File: config.mk
export PLATFORM = sky130hd
export DESIGN_NAME = mdio_master
export DESIGN_NICKNAME = d
export VERILOG_FILES = /design/src/rtl/mdio_master.sv
export SDC_FILE = /design/constraint.sdc
export NUM_CORES = 1
export LEC_CHECK = 0
export ABC_AREA = 1
export ABC_CLOCK_PERIOD_IN_PS = 2800
export BUFFER_PORTS_ARGS = -buffer_cell sky130_fd_sc_hd__buf_2
export CAP_MARGIN = 20
export CORE_MARGIN = 10
export CORE_UTILIZATION = 40
export DETAILED_ROUTE_END_ITERATION = 16
export SETUP_SLACK_MARGIN = 0.2
export SYNTH_ARGS = -nofsm -noshare
export SYNTH_HDL_FRONTEND = slang
export SYNTH_SLANG_ARGS = --single-unit
File: constraint.sdc
create_clock -name clk -period 2.8 [get_ports clk]
set_input_delay 0.56 -clock clk [delete_from_list [all_inputs] [get_ports clk]]
set_output_delay 0.56 -clock clk [all_outputs]
set_load 0.02 [all_outputs]
File: src/rtl/mdio_master.sv
module mdio_master #(
  parameter int MDC_DIV = 20
) (
  input  logic        clk,
  input  logic        rst_n,
  input  logic        req_start,
  input  logic        req_write,
  input  logic [4:0]  req_phy,
  input  logic [4:0]  req_reg,
  input  logic [15:0] req_wdata,
  output logic        busy,
  output logic        done,
  output logic        err,
  output logic [15:0] rd_data,
  output logic        mdc,
  output logic        mdio_o,
  output logic        mdio_oe,
  input  logic        mdio_i
);
  localparam int HALF = MDC_DIV / 2;
  localparam int CW   = (HALF > 1) ? $clog2(HALF) : 1;
  localparam logic [5:0] TA_BIT   = 6'd46;
  localparam logic [5:0] SYNC_BIT = 6'd47;
  localparam logic [5:0] LAST_BIT = 6'd63;

  logic [CW-1:0] cnt;
  logic [5:0]    bitn;
  logic [63:0]   sh;
  logic [15:0]   rsh;
  logic          wr_r, ta_bad;
  wire           tick = (cnt == CW'(HALF - 1));

  assign mdio_o  = sh[63];
  assign mdio_oe = busy && (wr_r || bitn < TA_BIT);

  always_ff @(posedge clk or negedge rst_n) begin
    if (!rst_n) begin
      busy <= 1'b0; done <= 1'b0; err <= 1'b0; rd_data <= '0;
      mdc <= 1'b0; cnt <= '0; bitn <= '0; sh <= '0; rsh <= '0;
      wr_r <= 1'b0; ta_bad <= 1'b0;
    end else begin
      done <= 1'b0;
      err  <= 1'b0;
      if (!busy) begin
        if (req_start) begin
          busy   <= 1'b1;
          wr_r   <= req_write;
          sh     <= {32'hFFFF_FFFF, 2'b01, (req_write ? 2'b01 : 2'b10),
                     req_phy, req_reg, 2'b10, req_wdata};
          bitn   <= '0;
          cnt    <= '0;
          mdc    <= 1'b0;
          ta_bad <= 1'b0;
        end
      end else if (!tick) begin
        cnt <= cnt + 1'b1;
      end else begin
        cnt <= '0;
        mdc <= ~mdc;
        if (!mdc) begin
          if (!wr_r && bitn == SYNC_BIT) ta_bad <= mdio_i;
          if (!wr_r && bitn > SYNC_BIT)  rsh <= {rsh[14:0], mdio_i};
        end else if (bitn == LAST_BIT) begin
          busy <= 1'b0;
          done <= 1'b1;
          err  <= !wr_r && ta_bad;
          if (!wr_r) rd_data <= rsh;
        end else begin
          bitn <= bitn + 1'b1;
          sh   <= {sh[62:0], 1'b0};
        end
      end
    end
  end

  AST_DONE_PULSE: assert property (@(posedge clk) disable iff (!rst_n)
    done |=> !done);
  AST_DONE_AFTER_BUSY: assert property (@(posedge clk) disable iff (!rst_n)
    done |-> (!busy && $past(busy)));
  AST_ERR_WITH_DONE: assert property (@(posedge clk) disable iff (!rst_n)
    err |-> done);
  AST_MDC_IDLE_LOW: assert property (@(posedge clk) disable iff (!rst_n)
    !busy |-> !mdc);
  AST_REQ_IGNORED: assert property (@(posedge clk) disable iff (!rst_n)
    (busy && $past(busy)) |-> $stable(wr_r));
  AST_RELEASED_IDLE: assert property (@(posedge clk) disable iff (!rst_n)
    done |=> !mdio_oe);
endmodule

==> reports/qor.txt <==
run status: completed
overall via count from detail_route: 3303
minimum setup slack after placement: 0.953 ns
largest driver fanout on the critical path: 29
post-synthesis instance total: 504
total leakage power: 0.00269 µW
final core area utilization: 45.7%
Tmin final: 2.12 ns
final weighted congestion of routability-driven global placement: 0.735
cell area after synthesis: 4870 µm²
number of global-route vias before repair: 3321
Layout fillers: 1167
average routed wire per standard cell: 13.0 µm
least setup slack across all paths after layout: 0.683 ns
distinct cell type count of the synthesized netlist: 27
DRT Wirelength: 8990 µm
share of the yosys chip area belonging to registers: 57.5%
detail-routed via count per cell: 4.77
Achievable Freq: 0.472 GHz
All-Layer GR Usage: 11.6%
die extent in y: 130 µm
critical path's slowest cell: sky130_fd_sc_hd__dfrtp_2
io pins: 53
level count of the clock H-tree: 3
cell breakdown of the critical path: buf_4, buf_2
clock tree root buffer cell: sky130_fd_sc_hd__clkbuf_16
instance count after placement with tap cells included: 681
Crit path arrival time: 1.56 ns
TritonCTS clock tree: built
CP required: 2.24 ns
count of max-cap constraint violations: 0
post-route ant nets: 0
type of the worst setup path: flip-flop to primary output
Critical Path End Type: primary output
HPWL Detailed: 5870 µm
starting utilization of the core area: 40.7%
total CTS buffers: 9
Hold Fails Final Rpt: 0
fraction of layout cells with a size suffix above 1: 19.2%
RSZ-0062 raised after global routing: false
DRC Markers: 0
overall overflow remaining after global route: 0
TritonRoute pass-1 iters: 4
largest clock skew in the final design: 0.00904 ns
Hold/Removal Path Class: input pin to async pin
final max-slew violation count: 0
Post-CTS Repair Setup Buffers: 0
delay of the slowest cell on the worst path: 0.50 ns
maximum clock path buffer count: 2
relative max-transition margin: 56.9%
maximum number of pins on one net before global-route repair: 90
number of placement rows: 40
area of the placeable core: 12000 µm²
Post-Route Hold Slack: 0.244 ns
count of endpoints failing setup in the final report: 0
first-pass GRT wire length: 15900 µm
Pwr Density: 797 nW/µm²
number of buffers inserted by hold repair at cts: 0
startpoint class of the critical path: flip-flop
Syn Nets: 538
Total Die Area: 17000 µm²
Resize count post-CTS: 0
yosys synthesis warning count: 0
Synth-to-Final Area Change: 12.3%
clock input transition at the sequential cells of the worst setup and hold paths: 0.07 ns
Sum Neg Setup Slack: 0 ns
share of the cycle needed by the critical path after routing: 75.6%
largest voltage drop on the vdd net: 0.410 mV
Die X-Extent: 130 µm
number of buffers added on ports: 52
transition time at the pin with the least slew margin: 0.647 ns
antenna violations before repair: 0
net total in the final layout: 579
# diodes: 0
final standard cell count with taps included and fillers excluded: 693
number of storage elements in the synthesis netlist: 112
later-pin clock latency in the skew report: 0.35 ns
DRC marker count from the first detailed-route iteration: 194
syn avg cell area: 9.66 µm²
CTS Sinks: 112
==> kinds of logic (layout without fill, tap and decap cells) <==
kind of cell	after synthesis	in the layout	share of synthesized area [%]
simple gates	187	187	15.1
buf+inv	61	103	6.81
xor+xnor	2	2	0.360
compound gates	114	114	14.3
fa+ha+maj	3	3	0.771
flops	112	112	57.5
mux	25	25	5.14
==> metal layers <==
layer / up-vias / part of all wire [%] / track usage (%)
met1: 1533 / 48 / 15.1
met3: 11 / 5.2 / 3.89
li1: 1710 / - / -
met2: 49 / 46 / 17.1
met5: - / 0 / 0
met4: 0 / 1.5 / 5.10
==> metrics by stage <==
stage	cell area, µm²	total power (µW)
2_1_floorplan	4870	2980
3_3_place_gp	5200	3150
3_5_place_dp	5200	3190
4_1_cts	5470	4430
5_1_grt	5470	4710
6_report	5470	4360
==> worst max-delay path, delay by kind of cell, from the launching register on <==
family / cells / cell delay (ns)
flip-flops: 1 / 0.50
buffers and inverters: 2 / 0.70
==> synth_stat cells <==
cell type / n / area, µm²
sky130_fd_sc_hd__clkbuf_2: 1 / 5.00
sky130_fd_sc_hd__nand2_1: 128 / 480
sky130_fd_sc_hd__buf_4: 1 / 7.51
sky130_fd_sc_hd__o22ai_1: 2 / 12.5
sky130_fd_sc_hd__xnor2_1: 1 / 8.76
sky130_fd_sc_hd__ha_1: 3 / 37.5
sky130_fd_sc_hd__xor2_1: 1 / 8.76
sky130_fd_sc_hd__nor2_1: 44 / 165
sky130_fd_sc_hd__buf_6: 10 / 113
sky130_fd_sc_hd__dfrtp_1: 112 / 2800
sky130_fd_sc_hd__nand3_1: 9 / 45.0
sky130_fd_sc_hd__clkbuf_1: 10 / 37.5
sky130_fd_sc_hd__o21ai_1: 15 / 75.1
sky130_fd_sc_hd__nor4_1: 1 / 6.26
sky130_fd_sc_hd__a21oi_1: 2 / 10.0
sky130_fd_sc_hd__buf_1: 1 / 3.75
sky130_fd_sc_hd__o21ai_2: 31 / 272
sky130_fd_sc_hd__inv_1: 32 / 120
sky130_fd_sc_hd__or2_2: 1 / 6.26
sky130_fd_sc_hd__nand4_1: 1 / 6.26
sky130_fd_sc_hd__buf_2: 5 / 25.0
sky130_fd_sc_hd__mux2i_1: 25 / 250
sky130_fd_sc_hd__buf_12: 1 / 20.0
sky130_fd_sc_hd__nand3b_1: 1 / 7.51
sky130_fd_sc_hd__o21bai_1: 2 / 15.0
sky130_fd_sc_hd__o21ai_0: 62 / 310
sky130_fd_sc_hd__nand3_2: 2 / 20.0
==> sequential cells by signal (all words and copies together) (netlist names) <==
name,cells
wr_r,1
rsh,16
rd_data,16
sh,64
done,1
busy,1
ta_bad,1
mdc,1
cnt,4
bitn,6
err,1
==> layout make-up <==
cell class                      count  area, µm²  area share, %
Clock buffer                       10        229           4.19
Sequential cell                   112       2800           51.3
Tap cell                          147        184           3.36
Clock inverter                      2       35.0          0.641
Timing Repair Buffer               59        353           6.45
Multi-Input combinational cell    331       1740           31.9
Inverter                           32        120           2.20
==> power by group <==
group	leakage (µW)	total, µW	internal [µW]	switching, µW
sequential	0.00151	2250	2020	236
combinational	0.00105	895	395	500
clock	0.000130	1210	673	537
total	0.00269	4360	3080	1270
==> path summary, 6_finish.rpt <==
| path | from | to | slack (ns) | cells after the start |
|---|---|---|---|---|
| max | busy | busy | 0.68 | 2 |
| min | rst_n | sh[63] | 0.24 | 1 |
| max reg2reg | cnt[1] | rsh[5] | 0.93 | 6 |
| min reg2reg | rd_data[6] | rd_data[6] | 0.48 | 2 |
| max in group asynchronous | rst_n | busy | 1.92 | 2 |
| min in group clk | mdio_i | ta_bad | 0.47 | 3 |
==> cell usage in the layout (no fill, tap or decap) <==
| master | Yosys | layout |
|---|---|---|
| sky130_fd_sc_hd__nand2_1 | 128 | 128 |
| sky130_fd_sc_hd__dfrtp_1 | 112 | 111 |
| sky130_fd_sc_hd__o21ai_0 | 62 | 62 |
| sky130_fd_sc_hd__buf_2 | 5 | 51 |
| sky130_fd_sc_hd__nor2_1 | 44 | 44 |
| sky130_fd_sc_hd__inv_1 | 32 | 32 |
| sky130_fd_sc_hd__o21ai_2 | 31 | 31 |
| sky130_fd_sc_hd__mux2i_1 | 25 | 25 |
| sky130_fd_sc_hd__o21ai_1 | 15 | 15 |
| sky130_fd_sc_hd__nand3_1 | 9 | 9 |
| sky130_fd_sc_hd__clkbuf_16 | 0 | 9 |
| sky130_fd_sc_hd__buf_4 | 1 | 5 |
| sky130_fd_sc_hd__ha_1 | 3 | 3 |
| sky130_fd_sc_hd__buf_12 | 1 | 3 |
| sky130_fd_sc_hd__a21oi_1 | 2 | 2 |
| sky130_fd_sc_hd__o22ai_1 | 2 | 2 |
| sky130_fd_sc_hd__o21bai_1 | 2 | 2 |
| sky130_fd_sc_hd__nand4_1 | 1 | 1 |
| sky130_fd_sc_hd__nor4_1 | 1 | 1 |
| sky130_fd_sc_hd__nand3_2 | 2 | 1 |
| sky130_fd_sc_hd__xnor2_1 | 1 | 1 |
| sky130_fd_sc_hd__nand3_4 | 0 | 1 |
| sky130_fd_sc_hd__nand3b_1 | 1 | 1 |
| sky130_fd_sc_hd__or2_2 | 1 | 1 |
| sky130_fd_sc_hd__xor2_1 | 1 | 1 |
| sky130_fd_sc_hd__dfrtp_2 | 0 | 1 |
| sky130_fd_sc_hd__bufinv_16 | 0 | 1 |
| sky130_fd_sc_hd__clkbuf_1 | 10 | 1 |
| sky130_fd_sc_hd__clkinv_2 | 0 | 1 |
(Power assumes the default switching activity.)
